**src/rtl/dec_pkg.sv**
```systemverilog
// Shared widths, format codes and the decoded-field record for the decoder.
package dec_pkg;
    localparam int WORD_W = 16;
    localparam int REG_W  = 4;
    localparam int OP_W   = 4;
    localparam int MODE_W = 2;
    localparam int EXT_W  = 2;
    localparam int FLAG_W = 4;
    localparam int OFFS_W = 10;
    localparam int COND_W = 3;
    localparam int FLG_C  = 0;
    localparam int FLG_Z  = 1;
    localparam int FLG_N  = 2;
    localparam int FLG_V  = 3;
    localparam logic [REG_W-1:0] REG_PC = 4'd0;
    localparam logic [REG_W-1:0] REG_CA = 4'd2;
    localparam logic [REG_W-1:0] REG_CB = 4'd3;

    typedef enum logic [1:0] {
        FMT_NONE   = 2'd0,
        FMT_SINGLE = 2'd1,
        FMT_JUMP   = 2'd2,
        FMT_DOUBLE = 2'd3
    } fmt_t;

    typedef struct packed {
        fmt_t              fmt;
        logic [OP_W-1:0]   op;
        logic [REG_W-1:0]  src_reg;
        logic [MODE_W-1:0] src_mode;
        logic [REG_W-1:0]  dst_reg;
        logic              dst_mode;
        logic              byte_op;
        logic              illegal;
    } fields_t;
endpackage

```
**src/rtl/dec_fields.sv**
```systemverilog
// Classifies an instruction word and extracts its register, mode and
// operation fields. Assumes the three format layouts are mutually exclusive
// in the order jump, two-operand, single-operand; anything else is illegal.
module dec_fields
    import dec_pkg::*;
(
    input  logic [WORD_W-1:0] instr,
    output fields_t           fld
);
    // Pick the format and slice the fields belonging to it.
    always_comb begin
        fld     = '0;
        fld.fmt = FMT_NONE;
        if (instr[15:13] == 3'b001) begin
            fld.fmt = FMT_JUMP;
            fld.op  = {1'b0, instr[12:10]};
        end else if (instr[15:12] >= 4'h4) begin
            fld.fmt      = FMT_DOUBLE;
            fld.op       = instr[15:12];
            fld.src_reg  = instr[11:8];
            fld.dst_mode = instr[7];
            fld.byte_op  = instr[6];
            fld.src_mode = instr[5:4];
            fld.dst_reg  = instr[3:0];
        end else if (instr[15:10] == 6'b000100 && instr[9:7] != 3'b111) begin
            fld.fmt      = FMT_SINGLE;
            fld.op       = {1'b0, instr[9:7]};
            fld.byte_op  = instr[6];
            fld.src_mode = instr[5:4];
            fld.src_reg  = instr[3:0];
        end else begin
            fld.illegal = 1'b1;
        end
    end
endmodule

```
**src/rtl/dec_constgen.sv**
```systemverilog
// Replaces constant-generator register/mode pairs with their value and counts
// the extension words of the instruction. Assumes dst_mode is zero for any
// format without a destination operand.
module dec_constgen
    import dec_pkg::*;
(
    input  logic              has_src,
    input  logic [REG_W-1:0]  src_reg,
    input  logic [MODE_W-1:0] src_mode,
    input  logic              dst_mode,
    output logic              const_valid,
    output logic [WORD_W-1:0] const_value,
    output logic [EXT_W-1:0]  ext_words
);
    logic src_ext;

    // Produce the built-in constant for the R3 and R2 encodings.
    always_comb begin
        const_valid = 1'b0;
        const_value = '0;
        if (has_src && src_reg == REG_CB) begin
            const_valid = 1'b1;
            unique case (src_mode)
                2'b00:   const_value = WORD_W'(0);
                2'b01:   const_value = WORD_W'(1);
                2'b10:   const_value = WORD_W'(2);
                default: const_value = '1;
            endcase
        end else if (has_src && src_reg == REG_CA && src_mode[1]) begin
            const_valid = 1'b1;
            const_value = src_mode[0] ? WORD_W'(8) : WORD_W'(4);
        end
    end

    // Count the source and destination words that follow the opcode.
    always_comb begin
        src_ext = has_src &&
                  ((src_mode == 2'b01 && src_reg != REG_CB) ||
                   (src_mode == 2'b11 && src_reg == REG_PC));
        ext_words = EXT_W'(src_ext) + EXT_W'(dst_mode);
    end
endmodule

```
**src/rtl/dec_jump.sv**
```systemverilog
// Evaluates a jump condition against the flags and forms the word-scaled
// target. Assumes pc is the address of the jump word itself.
module dec_jump
    import dec_pkg::*;
(
    input  logic              is_jump,
    input  logic [WORD_W-1:0] instr,
    input  logic [WORD_W-1:0] pc,
    input  logic [FLAG_W-1:0] flags,
    output logic              taken,
    output logic [WORD_W-1:0] target
);
    localparam int PAD_W = WORD_W - OFFS_W - 1;
    logic              cond_ok;
    logic              n_xor_v;
    logic [WORD_W-1:0] disp;

    // Decide whether the selected condition holds.
    always_comb begin
        n_xor_v = flags[FLG_N] ^ flags[FLG_V];
        unique case (instr[12:10])
            3'd0:    cond_ok = !flags[FLG_Z];
            3'd1:    cond_ok = flags[FLG_Z];
            3'd2:    cond_ok = !flags[FLG_C];
            3'd3:    cond_ok = flags[FLG_C];
            3'd4:    cond_ok = flags[FLG_N];
            3'd5:    cond_ok = !n_xor_v;
            3'd6:    cond_ok = n_xor_v;
            default: cond_ok = 1'b1;
        endcase
    end

    // Sign-extend the offset, scale by two and add to the next-word address.
    always_comb begin
        disp   = {{PAD_W{instr[OFFS_W-1]}}, instr[OFFS_W-1:0], 1'b0};
        taken  = is_jump && cond_ok;
        target = is_jump ? (pc + WORD_W'(2) + disp) : '0;
    end
endmodule

```
**src/rtl/instr_decoder.sv**
```systemverilog
// Top of the instruction decoder: combines field extraction, the constant
// generator and jump evaluation, and registers every result once.
// Assumes pc_value and flags belong to the word presented on instr_word.
module instr_decoder
    import dec_pkg::*;
(
    input  logic              clk,
    input  logic              rst_n,
    input  logic [15:0]       instr_word,
    input  logic [15:0]       pc_value,
    input  logic [3:0]        flags,
    output logic [1:0]        fmt_o,
    output logic [3:0]        op_o,
    output logic [3:0]        src_reg_o,
    output logic [1:0]        src_mode_o,
    output logic [3:0]        dst_reg_o,
    output logic              dst_mode_o,
    output logic              byte_op_o,
    output logic [1:0]        ext_words_o,
    output logic              const_valid_o,
    output logic [15:0]       const_value_o,
    output logic              jump_taken_o,
    output logic [15:0]       jump_target_o,
    output logic              illegal_o
);
    fields_t           fld_d, fld_q;
    logic              cv_d, cv_q;
    logic [WORD_W-1:0] cval_d, cval_q;
    logic [EXT_W-1:0]  ext_d, ext_q;
    logic              tk_d, tk_q;
    logic [WORD_W-1:0] tgt_d, tgt_q;
    logic              has_src;
    logic              is_jump;

    dec_fields u_fields (
        .instr (instr_word),
        .fld   (fld_d)
    );

    // Operands exist only for the single- and two-operand formats.
    always_comb begin
        has_src = (fld_d.fmt == FMT_SINGLE) || (fld_d.fmt == FMT_DOUBLE);
        is_jump = (fld_d.fmt == FMT_JUMP);
    end

    dec_constgen u_constgen (
        .has_src     (has_src),
        .src_reg     (fld_d.src_reg),
        .src_mode    (fld_d.src_mode),
        .dst_mode    (fld_d.dst_mode),
        .const_valid (cv_d),
        .const_value (cval_d),
        .ext_words   (ext_d)
    );

    dec_jump u_jump (
        .is_jump (is_jump),
        .instr   (instr_word),
        .pc      (pc_value),
        .flags   (flags),
        .taken   (tk_d),
        .target  (tgt_d)
    );

    // Output register stage with synchronous clear.
    always_ff @(posedge clk) begin
        if (!rst_n) begin
            fld_q  <= '0;
            cv_q   <= 1'b0;
            cval_q <= '0;
            ext_q  <= '0;
            tk_q   <= 1'b0;
            tgt_q  <= '0;
        end else begin
            fld_q  <= fld_d;
            cv_q   <= cv_d;
            cval_q <= cval_d;
            ext_q  <= ext_d;
            tk_q   <= tk_d;
            tgt_q  <= tgt_d;
        end
    end

    assign fmt_o         = fld_q.fmt;
    assign op_o          = fld_q.op;
    assign src_reg_o     = fld_q.src_reg;
    assign src_mode_o    = fld_q.src_mode;
    assign dst_reg_o     = fld_q.dst_reg;
    assign dst_mode_o    = fld_q.dst_mode;
    assign byte_op_o     = fld_q.byte_op;
    assign illegal_o     = fld_q.illegal;
    assign ext_words_o   = ext_q;
    assign const_valid_o = cv_q;
    assign const_value_o = cval_q;
    assign jump_taken_o  = tk_q;
    assign jump_target_o = tgt_q;

    a_r2_jump_class: assert property (@(posedge clk) disable iff (!rst_n)
        (instr_word[15:13] == 3'b001) |=> (fmt_o == FMT_JUMP));

    a_r9_jmp_always: assert property (@(posedge clk) disable iff (!rst_n)
        (instr_word[15:10] == 6'b001111) |=> jump_taken_o);

    a_r11_illegal_quiet: assert property (@(posedge clk) disable iff (!rst_n)
        illegal_o |-> (fmt_o == FMT_NONE && ext_words_o == 2'd0 &&
                       !const_valid_o && !jump_taken_o && jump_target_o == 16'd0));

    a_r6_ext_bound: assert property (@(posedge clk) disable iff (!rst_n)
        ext_words_o != 2'd3);

    a_r10_target_only_jump: assert property (@(posedge clk) disable iff (!rst_n)
        (fmt_o != FMT_JUMP) |-> (jump_target_o == 16'd0 && !jump_taken_o));
endmodule

```
**config.mk**
```make
export PLATFORM = sky130hd
export DESIGN_NAME = instr_decoder
export DESIGN_NICKNAME = d
export VERILOG_FILES = /design/src/rtl/dec_pkg.sv /design/src/rtl/dec_fields.sv /design/src/rtl/dec_constgen.sv /design/src/rtl/dec_jump.sv /design/src/rtl/instr_decoder.sv
export SDC_FILE = /design/constraint.sdc
export NUM_CORES = 1
export LEC_CHECK = 0
export ABC_CLOCK_PERIOD_IN_PS = 4400
export BUFFER_PORTS_ARGS = -buffer_cell sky130_fd_sc_hd__buf_4
export CAP_MARGIN = 20
export CORE_ASPECT_RATIO = 0.75
export CORE_MARGIN = 2
export CORE_UTILIZATION = 40
export CTS_BUF_LIST = sky130_fd_sc_hd__clkbuf_4 sky130_fd_sc_hd__clkbuf_8 sky130_fd_sc_hd__clkbuf_16
export DETAILED_ROUTE_END_ITERATION = 10
export HOLD_SLACK_MARGIN = 0.05
export PLACE_DENSITY = 0.67
export SYNTH_ARGS = -nofsm -noshare
export SYNTH_HDL_FRONTEND = slang
export SYNTH_SLANG_ARGS = --single-unit
```
**constraint.sdc**
```tcl
create_clock -name clk -period 4.4 [get_ports clk]
set_input_delay 0.44 -clock clk [delete_from_list [all_inputs] [get_ports clk]]
set_output_delay 0.44 -clock clk [all_outputs]
set_load 0.005 [all_outputs]
```
## Yosys cells after proc, flatten, opt, wreduce, memory -nomap -nowiden

Index checks and enable logic that the tools add are counted.
Widths: inputs -> output; s select.

- Bitwise gates (word level): 3
- Muxes and demuxes: 16
- Equality and inequality tests: 18
- Reduce and logical (&&, ||, !) cells: 20
- Add/subtract/negate cells: 3
- Magnitude comparators: 1

Operator list:

| kind | number |
|---|---|
| $pmux 16 s3 | 1 |
| $mux 16 | 2 |
| $add 16x16->16 | 1 |
| $add 16x2->16 const B | 1 |
| $mux 13 | 1 |
| $mux 12 | 1 |
| $mux 11 | 1 |
| $eq 3x3->1 const B | 3 |
| $eq 2x2->1 const B | 4 |
| $eq 4x2->1 const B | 2 |
| $logic_and 1x1->1 | 8 |
| $pmux 1 s7 | 1 |
| $eq 3x1->1 const B | 2 |
| $eq 3x2->1 const B | 2 |
| $eq 6x3->1 const B | 1 |
| $mux 1 | 6 |
| $mux 6 | 1 |
| $reduce_or 3->1 | 2 |
| $mux 5 | 1 |
| $eq 2x1->1 const B | 2 |
| $ge 4x3->1 const B | 1 |
| $logic_not 4->1 | 1 |
| $mux 4 | 1 |
| $ne 4x2->1 const B | 1 |
| 10 further kinds | 14 |

- Output and inout bits: 55
- Input port bits: 38
- Register bits: 55
- Logic and storage cells: 75

## Logic depth before layout (Yosys ltp)

Gate-level depths: netlist of run 1.

- Depth in word-level cells: 11
- Depth in mapped cells: 11
- Depth with buffers taken out: 11

## Hierarchy

Synthesis of run 1 repeated with hierarchy kept, for this count alone.

- Cells, all modules: 312
- Area, all modules: 2994.1 um^2

Modules (own cells, without submodules):

| module | area each (um^2) | cells an instance | instances | seq. area each (um^2) |
|---|---|---|---|---|
| instr_decoder | 1549.0 | 117 | 1 | 1101.1 |
| dec_jump | 991.0 | 127 | 1 | 0.0 |
| dec_fields | 247.7 | 40 | 1 | 0.0 |
| dec_constgen | 206.4 | 28 | 1 | 0.0 |

## Worst setup path before layout of run 1

Ideal clock, no wire load.

- Kind: in2reg
- From: input instr_word[5]
- To: register tgt_q[15] (netlist: jump_target_o[15])
- Buffers on the path: 0
- Setup slack: 2.111 ns
- Library setup time: 0.059 ns
- Data required time: 4.341 ns
- Arrival time: 2.230 ns
- Cell stages on the path: 7
- Path through: ha_1 -> ha_1 -> and2_4 -> a221oi_4 -> a2111oi_2 -> or4_1 -> nand2_1

- Cells in the longest elaborated chain, start to end: 1

RTL lines:

| item | line | source |
|---|---|---|
| start: declaration | instr_decoder.sv:9 | `input logic [15:0] instr_word,` |
| $add 16x16->16 | dec_jump.sv:37 | `target = is_jump ? (pc + WORD_W'(2) + disp) : '0;` |
| end signal: assignment | instr_decoder.sv:80 | `tgt_q <= tgt_d;` |
| end: declaration | instr_decoder.sv:31 | `logic [WORD_W-1:0] tgt_d, tgt_q;` |

No other way between the ends.
A chain may end at the register's enable or synchronous reset.

## Worst setup path in the final report of run 1

- From: input instr_word[14]
- To: register ext_q[0] (netlist: ext_words_o[0])

- Cells in the longest elaborated chain, start to end: 10
- Elaborated cells on any way between the ends: 21
- Those cells by class: 1 x add/sub; 1 x order compare; 7 x eq/ne; 5 x mux; 7 x reduce/logical

RTL lines:

| item | line | source |
|---|---|---|
| $eq 6x3->1 | dec_fields.sv:25 | `end else if (instr[15:10] == 6'b000100 && instr[9:7] != 3'b111) begin` |
| $logic_and 1x1->1 | dec_fields.sv:25 |  |
| $mux 11 | dec_fields.sv:25 |  |
| $mux 12 | dec_fields.sv:17 | `end else if (instr[15:12] >= 4'h4) begin` |
| $mux 13 | dec_fields.sv:14 | `if (instr[15:13] == 3'b001) begin` |
| $ne 4x2->1, or another cell as far along | dec_constgen.sv:38 | `((src_mode == 2'b01 && src_reg != REG_CB) \|\|` |
| $logic_and 1x1->1 (on tied branches) | dec_constgen.sv:38, dec_constgen.sv:39 |  |
| $logic_or 1x1->1 | dec_constgen.sv:38 |  |
| $logic_and 1x1->1 | dec_constgen.sv:37 | `src_ext = has_src &&` |
| $add 1x1->2 * | dec_constgen.sv:40 | `ext_words = EXT_W'(src_ext) + EXT_W'(dst_mode);` |
| net ext_d[0] | instr_decoder.sv:29 | `logic [EXT_W-1:0] ext_d, ext_q;` |
| end signal: assignment | instr_decoder.sv:78 | `ext_q <= ext_d;` |
| end: declaration | instr_decoder.sv:29 |  |

Mark *: on every way through the listed nets, which the timed path passes. The rest lies on a longest branch.

==> summary.txt, run 1 <==
Global routing
  • First-pass GRT wire length: 9750 µm
  • Initial antenna violation count: 0
  • Number of global-route vias before repair: between 2k and 2.5k
  • GRT Total Usage: 18.0%
  • Largest net degree at the start of global routing: 25
  • Overflow after GRT: 0

Yosys
  • Synth top area cells: dfxtp_1 (35%), ha_1 (14%), buf_4 (3.6%)
  • Part of the Yosys area used for sequential elements: roughly a third
  • Post-synth top cells: dfxtp_1 (44), ha_1 (28), nand2_1 (22)
  • Synth Flop Type: dfxtp_1
  • Cell accounting for the most synthesized area: dfxtp_1
  • Yosys reg bits: 44
  • Syn Inst Count: 277
  • Post-synthesis cell type count: 54
  • Synth Cell Area: 0.00254 mm²
  • Post-synth EDFFs: 0
  • Avg Cell Area, Syn: between 9 and 10 µm²
  • Share of the synthesized area in the top cell type: 34.7%
  • Yosys warns: 0
  • Ys async rst share: 0%
  • Mapped Nets: 344
  • Top-count cell post-synth: dfxtp_1

Timing
  • Fin Hold WS: ~0.35 ns
  • Slack of the critical path: 2.15 ns
  • Setup violators final: 0
  • Worst Tran Pin Value: ~0.67 ns
  • Crit path time final: 2.25 ns
  • Fin. Hold Viols: 0
  • Unrepaired setup endpoints after global routing: false
  • Max-slew violation count: 0
  • Tcrit/Tclk final: between 50 and 60%
  • Fmax: 0.445 GHz
  • Max_slew headroom: 55.4%
  • Setup TNS Final: 0 ns

Floorplan
  • Initial Utilization: 40.7%
  • # rows: 25
  • Die width: 95.9 µm
  • Core area: ~0.0062 mm²
  • Die area: roughly 0.007 mm²
  • Die H: approximately 73 µm
  • Ports: 93

Detailed routing
  • Routed vias: 2,250
  • Vias per Instance: 5.17
  • Antenna Violating Nets Remaining: 0
  • Wire length per cell: 13.9 µm
  • Met2 WL: 2850 µm
  • Remaining DRCs: 0
  • Met3 WL: 386 µm
  • M1 WL: 2730 µm
  • Post-Route WL: roughly 6000 µm
  • Drt pass-1 iters: 4
  • Top layer in use: met4
  • DRT iter0 DRCs: 66

Worst setup path
  • Worst setup SP type: input pin
  • WP data required: 4.60 ns
  • Buf/Inv on CP: 1
  • Slowest CP cell: nor2_1
  • Maximum fanout along the worst path: 12
  • CP arrival: around 2.4 ns
  • Crit-path cells: buf_4 > nor2_1 > nand2_1 > o311ai_4 > nand2b_1 > and4_1 > ha_1 > and2_1
  • Crit-path max cell delay: 0.53 ns
  • CP top delay family: simple AND/OR/NAND/NOR gates
  • CP Capture Type: flip-flop
  • Setup CP Type: input pin to flip-flop

Cells and area
  • Fillers: 600
  • Footprint of the multi-input gates: between 0.001 and 0.0015 mm²
  • Reg area: about 880 µm²
  • Post-layout util: 52.3%
  • Antenna cells: 0
  • Share of cells above drive strength 1: 30.8%
  • Nets: roughly 420
  • Synth-to-Final Area Change: 28.5%

Job
  • Max_cap viols: 0

Clock tree
  • Reg clk slew, reported paths: 0.08 ns
  • CTS tree: built
  • Clk root buf: clkbuf_8
  • Postcts setup bufs: 0
  • Clock sinks: 44
  • Clk buf depth: 2
  • Post-CTS Resized: 0
  • CTS Buf Count: 5
  • Hold-fix buffer count after cts: 0
  • H-tree depth: 2

Placed design
  • HPWL Detailed: about 4800 µm
  • Post-Place Worst Slack: between 1.5 and 2 ns
  • Routability cong.: about 0.81
  • PortBufs: 92

Pwr
  • Tot Pwr: 899 µW
  • Lkg Pwr: 0.00156 µW
  • Peak VDD IR: 0.127 mV
  • Pwr Density: ~280 mW/mm²

Status
  • Status: finished, final reports clean

Worst hold path
  • Type of the most critical hold path: input pin to flip-flop
[flip-flops by register name, indices dropped and copies added, names as in the netlist, 2 cells and up]
| name | count |
|---|---|
| jump_target_o | 16 |
| const_value_o | 5 |
| dst_reg_o | 4 |
| op_o | 4 |
| src_reg_o | 4 |
| ext_words_o | 2 |
| fmt_o | 2 |
| src_mode_o | 2 |
[worst paths after layout]
check	from	endpoint	slack, ns	cells after the start
max	instr_word[14]	ext_words_o[0]	2.15	8
min	pc_value[0]	jump_target_o[0]	0.35	2
[kinds of logic after synthesis]
group,share of synthesized area [%]
flops,34.7
fa+ha+maj,14.6
mux,1.18
simple gates,21.2
buf+inv,7.60
compound gates,19.0
xor+xnor,1.73
[through the flow]
step,area [µm²],instances
floorplan,2540,277
global placement,3180,428
detailed placement,3180,428
CTS,3260,435
global route,3260,435
finish,3260,435
[metal layers]
metal | GRT usage [%] | vias to the layer above
li1 | - | 1137
met2 | 29.7 | 72
met3 | 3.51 | 7
met1 | 24.1 | 1034
met4 | 4.92 | 0
met5 | 0 | -
[layout make-up]
| cell class | count | area share, % |
|---|---|---|
| multi-input combinational | 200 | 44.9 |
| inverter | 11 | 1.27 |
| clock inverter | 2 | 0.384 |
| timing repair buffer | 92 | 21.2 |
| tap | 81 | 3.11 |
| clock buffer | 5 | 2.11 |
| sequential | 44 | 27.0 |
[layout by cell type (no fill, tap or decap), drive strengths merged, types with 5 or more instances in the layout]
cell type / count
buf: 92
dfxtp: 44
inv: 11
o21a: 8
nor2b: 5
nand3: 11
nor2: 16
and2: 11
nor3: 15
a21oi: 13
ha: 28
clkbuf: 5
a21o: 5
and3: 7
nand2: 23
o21ai: 9
[report_power, final]
part	switching, µW	internal, µW	total (µW)
Sequential	4.60	414	419
Combinational	126	114	239
Clock	134	107	241
Note: power is estimated with default switching activity, not from simulation.
==> run 2: changes to the inputs <==
- ABC_AREA: unset -> 1
- ABC_CLOCK_PERIOD_IN_PS: 4400 -> 2200
- clock period: 4.4 -> 2.2 ns (I/O delays scaled with it)
==> run 2 against run 1 <==
Against the previous run:
- sequential power grew 99%
- critical path depth increased by 4
- total power grew 110%
- design area increased by 2.4%
- critical endpoint is now jump_target_o[10]
- clock-buffer cell count rose by 1
- worst setup slack worse by 1.8 ns
- combinational power increased by 110%
==> summary.txt, run 2 <==
Floorplan
  • # rows: 25 (unchanged)
  • Die H: 72.9 µm (-0.14%)
  • Ports: 93 (unchanged)
  • Initial Utilization: 40.8% (+0.085 points)
  • Die area: 0.00698 mm² (-0.28%)
  • Core area: 0.00619 mm² (-0.50%)
  • Die width: 95.8 µm (-0.14%)

Clock tree
  • Reg clk slew, reported paths: 0.08 ns (about the same)
  • H-tree depth: 2 (unchanged)
  • Clk root buf: clkbuf_8
  • Clock sinks: 44 (unchanged)
  • CTS tree: built
  • Post-CTS Resized: 0 (unchanged)
  • Clk buf depth: 2 (unchanged)
  • Postcts setup bufs: 0 (unchanged)
  • CTS Buf Count: 5 (unchanged)
  • Hold-fix buffer count after cts: 0 (unchanged)

Worst setup path
  • Maximum fanout along the worst path: 3 (-9)
  • CP top delay family: adder cells
  • Crit-path cells: buf_4 > ha_1 > ha_1 > inv_1 > fa_1 > inv_1 > nand3_1 > nand2_1 > a21boi_1 > o21ai_1 > or2_0 > a21oi_1
  • WP data required: 2.37 ns (-2.23 ns)
  • Worst setup SP type: input pin
  • Buf/Inv on CP: 3 (+2)
  • Setup CP Type: input pin to flip-flop
  • Crit-path max cell delay: 0.39 ns (-0.14 ns)
  • CP arrival: 2.04 ns (-0.40 ns)
  • Slowest CP cell: fa_1
  • CP Capture Type: flip-flop

Cells and area
  • Nets: 479 (+14%)
  • Synth-to-Final Area Change: 32.0%
  • Commonest non-fill, non-tap cell in the layout: buf_4
  • Share of cells above drive strength 1: 31.0% (+0.20 points)
  • Max reg flops: 16 (unchanged)
  • Most frequent cells in the layout: buf_4 (94), nand2_1 (52), inv_1 (44), dfxtp_1 (44), nor2_1 (34)
  • Post-layout util: 53.9% (+1.5 points)
  • Final Non-Filler Cells: 494 (+14%)
  • Antenna cells: 0 (unchanged)

Pwr
  • Pwr Density: 558 mW/mm² (+100%)
  • Seq pwr share: 44.9% (-1.6 points)
  • Lkg Pwr: 0.00176 µW (+13%)
  • Sw Share: 30.4% (+1.1 points)
  • Peak VDD IR: 0.241 mV (+90%)
  • Cell internal pwr: 1300 µW (+100%)
  • NetSw: 566 µW (+110%)
  • Clk pwr share: 28.0% (+1.2 points)
  • Combinational power share: 27.1% (+0.5 points)

Placed design
  • HPWL Detailed: 5130 µm (+7.1%)
  • Inst Count DP: 486 (+14%)
  • PortBufs: 92 (unchanged)
  • Routability cong.: 0.839 (+3.8%)

Detailed routing
  • Antenna Violating Nets Remaining: 0 (unchanged)
  • Vias per Instance: 4.76 (-8.0%)
  • DRT iter0 DRCs: 90 (+36%)
  • Post-Route WL: 6230 µm (+3.3%)
  • Drt pass-1 iters: 4 (unchanged)
  • Routed vias: 2,351 (+4.5%)
  • Wire length per cell: 12.6 µm (-9.1%)
  • Remaining DRCs: 0 (unchanged)

Global routing
  • Initial antenna violation count: 0 (unchanged)
  • Number of global-route vias before repair: 2,137 (+1.0%)
  • GRT Total Usage: 17.9% (about the same)
  • Largest net degree at the start of global routing: 18 (-28%)
  • Overflow after GRT: 0 (unchanged)
  • First-pass GRT wire length: 9670 µm (-0.78%)

Timing
  • Unrepaired setup endpoints after global routing: false
  • Max_slew headroom: 76.0% (+21 points)
  • Worst Tran Pin Value: 0.360 ns (-0.307 ns)
  • Tcrit/Tclk final: 84.7%
  • Max-slew violation count: 0 (unchanged)
  • Fmax: between 0.5 and 0.6 GHz
  • Crit path time final: 1.86 ns
  • Setup violators final: 0 (unchanged)
  • Setup TNS Final: 0 ns (unchanged)
  • Fin. Hold Viols: 0 (unchanged)

Yosys
  • Top-count cell post-synth: nand2_1
  • Post-synth top cells: nand2_1 (52), dfxtp_1 (44), inv_1 (44)
  • Share of the synthesized area in the top cell type: 34.8% (+0.10 points)
  • Syn Inst Count: 324 (+17%)
  • Synth Cell Area: 0.00253 mm² (-0.30%)
  • Mapped Nets: 391 (+14%)
  • Synth Flop Type: dfxtp_1
  • Cell accounting for the most synthesized area: dfxtp_1
  • Part of the Yosys area used for sequential elements: 34.8% (+0.10 points)
  • Synth top area cells: dfxtp_1 (35%), ha_1 (14%), nand2_1 (7.7%)
  • Avg Cell Area, Syn: 7.80 µm² (-15%)
  • Post-synthesis cell type count: 36 (-33%)
  • Ys async rst share: 0% (unchanged)
  • Post-synth EDFFs: 0 (unchanged)
  • Yosys reg bits: 44 (unchanged)
  • Yosys warns: 0 (unchanged)

Worst hold path
  • Hold Crit Endpoint: jump_target_o[0]
  • Hold path cells: 3 (+1)
  • Hold path startpoint: pc_value[0]
  • Type of the most critical hold path: input pin to flip-flop

Job
  • Max_cap viols: 0 (unchanged)

Status
  • Status: finished, final reports clean
[run 2: changes by cell type in the layout (fill, tap and decap cells not counted), moves of 5 or more]
cell     change
nor2_4       +5
nor2_1      +18
nand2_1     +30
nor3_1      -10
a21oi_1     +16
nand4_1      +7
nor2b_1      -5
a21o_1       -5
inv_1       +33
and2_1      -10
o21a_1       -8
and3_1       -7
[run 2: layout make-up]
class	count	area, µm²
Sequential cell	44	881
Timing Repair Buffer	94	706
Tap cell	81	101
Inverter	47	179
Clock inverter	2	10.0
Multi-Input combinational cell	220	1380
Clock buffer	6	82.6
Fill cell	618	2860
[run 2: power groups by stage]
stage | Clock, µW | Sequential, µW | Combinational, µW
6_report | 521 | 835 | 505
5_1_grt | 565 | 838 | 574
4_1_cts | 535 | 836 | 505
3_5_place_dp | 0 | 854 | 502
3_3_place_gp | 0 | 854 | 495
2_1_floorplan | 0 | 858 | 303
[run 2: per-stage QoR]
stage | instance area [µm²] | hold WS (ns) | power (µW) | setup WS, ns
4_1_cts | 3340 | 0.156 | 1880 | 0.355
6_report | 3340 | 0.160 | 1860 | 0.337
2_1_floorplan | 2530 | 0.313 | 1160 | 0.346
5_1_grt | 3340 | 0.159 | 1980 | 0.188
3_3_place_gp | 3240 | 0.438 | 1350 | 0.100
3_5_place_dp | 3240 | 0.469 | 1360 | 0.0413
[run 2: cell families after synthesis]
family                     Yosys count  synth area share [%]
DFF                                 44                  34.8
AOI/OAI and AO/OA                   49                  10.6
buffers and inverters               60                  10.7
adders and majority gates           29                  14.6
xor gates and xnor gates             3                  1.04
and+or+nand+nor                    139                  28.2
[run 2: how the worst max path moves through the flow]
stage	endpoint	cells after the start	slack, ns	startpoint
floorplan	jump_target_o[8]	10	0.35	instr_word[1]
global placement	jump_target_o[8]	11	0.10	instr_word[1]
detailed placement	jump_target_o[10]	12	0.04	instr_word[1]
CTS	jump_target_o[10]	12	0.36	instr_word[1]
global route	jump_target_o[10]	12	0.19	instr_word[1]
finish	jump_target_o[10]	12	0.34	instr_word[1]
[run 2: per-layer routing]
layer  vias up  GRT usage, %  share of wire [%]
met5         -             0                  0
met4         0          5.56                1.3
met3         9          5.48                7.9
met2        69          26.1                 42
met1      1047          25.4                 48
li1       1226             -                  -
